==> src/rtl/mlfsr_pkg.sv <==
package mlfsr_pkg;
  localparam int N_CELLS  = 16;
  localparam int CELL_W   = 31;
  localparam int BYTE_W   = 8;
  localparam int CONST_W  = CELL_W - 2 * BYTE_W;
  localparam int KEY_W    = N_CELLS * BYTE_W;
  localparam int N_TAPS   = 6;

  typedef logic [CELL_W-1:0] cell_t;

  localparam cell_t CELL_MAX = {CELL_W{1'b1}};

  // Weighted feedback taps: cell index and rotation (power of two).
  localparam int TAP_CELL [N_TAPS] = '{0, 0, 4, 10, 13, 15};
  localparam int TAP_ROT  [N_TAPS] = '{0, 8, 20, 21, 17, 15};

  function automatic cell_t rotl(input cell_t x, input int k);
    return (x << k) | (x >> (CELL_W - k));
  endfunction

  function automatic logic [CONST_W-1:0] seed_const(input int i);
    case (i)
      0:  return 15'h44D7;
      1:  return 15'h26BC;
      2:  return 15'h626B;
      3:  return 15'h135E;
      4:  return 15'h5789;
      5:  return 15'h35E2;
      6:  return 15'h7135;
      7:  return 15'h09AF;
      8:  return 15'h4D78;
      9:  return 15'h2F13;
      10: return 15'h6BC4;
      11: return 15'h1AF1;
      12: return 15'h5E26;
      13: return 15'h3C4D;
      14: return 15'h789A;
      default: return 15'h47AC;
    endcase
  endfunction
endpackage

==> src/rtl/mlfsr_madd.sv <==
// Addition modulo 2^W-1 by end-around carry; inputs in [0, 2^W-1].
module mlfsr_madd #(
  parameter int W = 31
) (
  input  logic [W-1:0] a_i,
  input  logic [W-1:0] b_i,
  output logic [W-1:0] y_o
);
  logic [W:0] sum;
  assign sum = {1'b0, a_i} + {1'b0, b_i};
  assign y_o = sum[W-1:0] + {{(W-1){1'b0}}, sum[W]};
endmodule

==> src/rtl/mlfsr_seed.sv <==
// Builds the load image: key byte, fixed constant, IV byte per cell.
module mlfsr_seed
  import mlfsr_pkg::*;
(
  input  logic [KEY_W-1:0] key_i,
  input  logic [KEY_W-1:0] iv_i,
  output cell_t            seed_o [N_CELLS]
);
  for (genvar i = 0; i < N_CELLS; i++) begin : g_cell
    localparam int HI = KEY_W - 1 - BYTE_W * i;
    assign seed_o[i] = {key_i[HI -: BYTE_W], seed_const(i), iv_i[HI -: BYTE_W]};
  end
endmodule

==> src/rtl/mlfsr_feedback.sv <==
// Balanced tree of modular adders over the rotated taps plus the
// optional external word; a zero result is replaced by 2^31-1.
module mlfsr_feedback
  import mlfsr_pkg::*;
(
  input  cell_t cells_i [N_CELLS],
  input  cell_t fb_in_i,
  input  logic  init_mode_i,
  output cell_t fb_o
);
  localparam int LEAVES = 8;
  localparam int NODES  = 2 * LEAVES - 1;

  cell_t node [NODES];

  for (genvar t = 0; t < N_TAPS; t++) begin : g_tap
    assign node[LEAVES-1+t] = rotl(cells_i[TAP_CELL[t]], TAP_ROT[t]);
  end
  assign node[LEAVES-1+N_TAPS]   = init_mode_i ? fb_in_i : '0;
  assign node[LEAVES-1+N_TAPS+1] = '0;

  for (genvar n = 0; n < LEAVES - 1; n++) begin : g_add
    mlfsr_madd #(.W(CELL_W)) u_add (
      .a_i (node[2*n+1]),
      .b_i (node[2*n+2]),
      .y_o (node[n])
    );
  end

  assign fb_o = (node[0] == '0) ? CELL_MAX : node[0];
endmodule

==> src/rtl/mlfsr_core.sv <==
module mlfsr_core
  import mlfsr_pkg::*;
(
  input  logic                       clk,
  input  logic                       rst_n,
  input  logic                       load_i,
  input  logic [KEY_W-1:0]           key_i,
  input  logic [KEY_W-1:0]           iv_i,
  input  logic                       step_i,
  input  logic                       init_mode_i,
  input  logic [CELL_W-1:0]          fb_in_i,
  output logic [N_CELLS*CELL_W-1:0]  cells_o
);
  cell_t cells_q [N_CELLS];
  cell_t seed    [N_CELLS];
  cell_t fb;

  mlfsr_seed u_seed (
    .key_i  (key_i),
    .iv_i   (iv_i),
    .seed_o (seed)
  );

  mlfsr_feedback u_fb (
    .cells_i     (cells_q),
    .fb_in_i     (fb_in_i),
    .init_mode_i (init_mode_i),
    .fb_o        (fb)
  );

  always_ff @(posedge clk) begin
    if (!rst_n) begin
      for (int i = 0; i < N_CELLS; i++) cells_q[i] <= CELL_MAX;
    end else if (load_i) begin
      for (int i = 0; i < N_CELLS; i++) cells_q[i] <= seed[i];
    end else if (step_i) begin
      for (int i = 0; i < N_CELLS - 1; i++) cells_q[i] <= cells_q[i+1];
      cells_q[N_CELLS-1] <= fb;
    end
  end

  for (genvar i = 0; i < N_CELLS; i++) begin : g_out
    assign cells_o[CELL_W*i +: CELL_W] = cells_q[i];
  end
endmodule

==> config.mk <==
export PLATFORM = sky130hd
export DESIGN_NAME = mlfsr_core
export DESIGN_NICKNAME = d
export VERILOG_FILES = /design/src/rtl/mlfsr_pkg.sv /design/src/rtl/mlfsr_madd.sv /design/src/rtl/mlfsr_seed.sv /design/src/rtl/mlfsr_feedback.sv /design/src/rtl/mlfsr_core.sv
export SDC_FILE = /design/constraint.sdc
export NUM_CORES = 2
export LEC_CHECK = 0
export BUFFER_PORTS_ARGS = -buffer_cell sky130_fd_sc_hd__buf_2
export CAP_MARGIN = 30
export CORE_UTILIZATION = 40
export CTS_CLUSTER_SIZE = 20
export DETAILED_ROUTE_END_ITERATION = 7
export PLACE_DENSITY = 0.66
export SLEW_MARGIN = 10
export SYNTH_ARGS = -nofsm -noshare
export SYNTH_HDL_FRONTEND = slang
export SYNTH_HIERARCHICAL = 1
export SYNTH_SLANG_ARGS = --single-unit
export TNS_END_PERCENT = 20
==> constraint.sdc <==
create_clock -name clk -period 12 [get_ports clk]
set_input_delay 2.4 -clock clk [delete_from_list [all_inputs] [get_ports clk]]
set_output_delay 2.4 -clock clk [all_outputs]
set_load 0.02 [all_outputs]
==> results by group <==
Global routing
  • Vias in the first global route: 41500
  • Initial antenna violation count: 44
  • Grt total ovfl: 0
  • Global-route usage over all layers: 30.6%
  • First-pass GRT wire length: 274 mm
  • Largest net degree at the start of global routing: 149

Power and ir drop
  • Static Leak: 0.0267 uW
  • Maximum VDD drop: 551 uV
  • Power Total: 21300 uW
  • Power per Cell Area: approximately 370 nW/um^2

Synth
  • Post-synth EDFFs: 0
  • Seq/Total Area, Yosys: 21.2%
  • Seq cells post-synth: about 500
  • Top_reg_cell synth: dfxtp_1
  • Synth async-reset ratio: 0%
  • Yosys warning count: 6
  • Netlist Area Pre-Place: 46900 um^2
  • Syn Area/Cell: 8.87 um^2
  • Unique masters post-synth: 103
  • Cells after synthesis: about 5300

STA
  • Final hold vios: 0
  • Actual slew at the worst max-slew pin: 1120 ps
  • Slew headroom: 25.7%
  • Clock Skew: 113 ps
  • Fin crit share: 104%
  • Setup WS post-layout: -489 ps
  • Min Tclk post-route: approximately 12000 ps
  • Setup_tns: -13070 ps
  • Setup violators final: 31
  • Slew Viols, Final: 0
  • RSZ-0062 raised after global routing: yes
  • FMAX: 80.1 MHz

Run status
  • Violated checks: setup timing
  • Run status: finished, violations left

Setup path
  • Reg-to-reg startpoint: cells_o[466]$_SDFFE_PN1P_
  • Reg2reg end: cells_o[479]$_SDFFE_PN1P_
  • R2r setup slk: -490 ps
  • Cells on worst reg2reg path: 63
  • CP max-delay cell: or4_4
  • Slowest stage delay, CP: 540 ps
  • Delay-heaviest family, CP: simple AND/OR/NAND/NOR gates
  • Crit. End Element: flip-flop
  • Classification of the worst setup path: flip-flop to flip-flop
  • Critical path required time: 12530 ps
  • CP Launch Type: flip-flop
  • Crit path buf inv count: 7
  • CP Data Arrival Time: 13020 ps
  • Highest net fanout along the worst path: 8

Clock tree
  • H-tree levels: 2
  • CTS tree: built
  • Cts bufs inserted: 60
  • Clock sinks: 496
  • CTS root buf: clkbuf_16
  • Clk buf depth: 3
  • Clk_lat worst skew: 720 ps
  • Clock-pin slew on the worst setup and hold paths: 60 ps

Route
  • Post-route ant nets: 0
  • TritonRoute pass-1 iters: 5
  • # DRC: 0
  • Drt total wl: 191 mm
  • DRT iter0 DRCs: 3753
  • Vias/cell: about 5.5
  • Via count: ~44000
  • Avg WL per Cell: 23.8 um

Cells and area
  • Register Area: 9970 um^2
  • Max FFs per register: 496
  • Fillers: 11100
  • Multi-input gate area: ~33000 um^2
  • Fraction of layout cells with a size suffix above 1: 38.0%
  • Layout Nets: 6952
  • Post-Layout Cell Count: 8019
  • Syn-to-layout area delta: 23.3%

Place
  • Dpl ws: -708 ps
  • Detailed placement HPWL: 154 mm
  • Placed instance count: 7836
  • Port-buffer cells: 787
  • Routability cong.: 0.996

Die
  • Core Area: around 120000 um^2
  • Row count: ~130
  • Initial Util: between 40% and 50%
  • Die area: 119000 um^2
  • DIE WIDTH: 344 um
  • Die Height: 344 um
  • I/O pin cnt: 788

Min path
  • Worst Hold Class: flip-flop to flip-flop
  • Worst Hold Launch: cells_o[185]$_SDFFE_PN1P_
  • Worst Hold End: cells_o[154]$_SDFFE_PN1P_
  • WHS Path Cells: 2

Flow run
  • # Max-Cap Violations: 0
[timing repair]
action / 4_1_cts / 5_1_grt
resized for setup: 83 / 86
hold endpoints to repair: 0 / 0
endpoints found under the setup margin: 31 / 31
pin swaps: 74 / 57
buffers inserted: 28 / 16
hold buffers: 0 / 0
cloned: 4 / 1
[power by group]
group	leakage (uW)	internal, uW	switching, uW
logic	0.0216	7840	9520
registers	0.00410	1800	170
clock network	0.00100	1110	832
total	0.0267	10700	10500
[metrics by stage]
step / util (%) / area [um^2] / hold WS, ps
after floorplan: - / 48200 / 615
after global placement: 46.7 / 54300 / 540
after detailed placement: 46.7 / 54300 / 544
after CTS: 49.2 / 57100 / 546
after global routing: 49.7 / 57800 / 570
final: 49.8 / 57800 / 536
[routing by layer]
layer,vias to the layer above,part of all wire (%),routed length [um],track usage [%]
met1,21300,44,83900,41.1
met4,20,4.5,8540,12.7
met2,1494,44,84500,47.8
li1,20900,-,-,-
met3,313,7.4,14200,6.07
met5,-,0.068,130,0
[worst max-delay path by stage]
| stage | startpoint | endpoint | slack [ps] | cells after the start |
|---|---|---|---|---|
| floorplan | init_mode_i | cells_o[465]$_SDFFE_PN1P_ | -1970 | 64 |
| global placement | cells_o[433]$_SDFFE_PN1P_ | cells_o[466]$_SDFFE_PN1P_ | -460 | 61 |
| detailed placement | cells_o[433]$_SDFFE_PN1P_ | cells_o[479]$_SDFFE_PN1P_ | -710 | 61 |
| CTS | cells_o[433]$_SDFFE_PN1P_ | cells_o[479]$_SDFFE_PN1P_ | -530 | 62 |
| global route | cells_o[466]$_SDFFE_PN1P_ | cells_o[485]$_SDFFE_PN1P_ | -1050 | 63 |
| finish | cells_o[466]$_SDFFE_PN1P_ | cells_o[479]$_SDFFE_PN1P_ | -490 | 63 |
[cell type report]
class | count | share of cell area [%]
sequential | 496 | 17.2
tap | 1524 | 3.30
antenna | 27 | 0.117
clock inverter | 33 | 0.729
inverter | 69 | 0.448
timing repair buffer | 1611 | 18.1
multi-input combinational | 4184 | 57.2
clock buffer | 75 | 2.85
[tightest hold or removal path, cell delays in order (launching register included)]
cell and delay, ps:
dfxtp_1 330, mux2i_1 130, a21oi_1 90
[Yosys cell counts (96+ instances only)]
cell type  number  area, um^2
and3b_1       498        4360
clkbuf_1      139         522
a21oi_2       416        3640
buf_4         530        3980
nor3_1        119         596
xnor2_1       233        2040
mux2i_1       505        5050
nor2_1        177         664
dfxtp_1       496        9930
a21oi_1       294        1470
xor2_1         96         841
o21ai_0       126         631
ha_1          231        2890
nand3_1       100         500
nand2_1       209         785
[cell families (layout without fill, tap and decap cells)]
group	after synthesis	count (layout)	synth area share (%)
compound gates	1320	1320	21.0
xor+xnor	335	335	6.35
fa+ha+maj	238	238	6.46
buf+inv	875	1788	12.6
flops	496	496	21.2
mux	505	505	10.8
other cells	3	299	0.0240
simple gates	1514	1514	21.6
[placed cells by master, fill, tap and decap left out, types with 94 or more instances in the layout]
cell type / netlist / routed
a21oi_1: 294 / 283
a21oi_2: 416 / 427
and3b_1: 498 / 495
buf_2: 58 / 784
buf_4: 530 / 800
conb_1: 3 / 272
dfxtp_1: 496 / 468
ha_1: 231 / 194
mux2i_1: 505 / 505
nand2_1: 209 / 205
nor2_1: 177 / 174
nor3_1: 119 / 106
o21ai_0: 126 / 111
xnor2_1: 233 / 225
xor2_1: 96 / 94
Power figures use the tool's default switching activity.
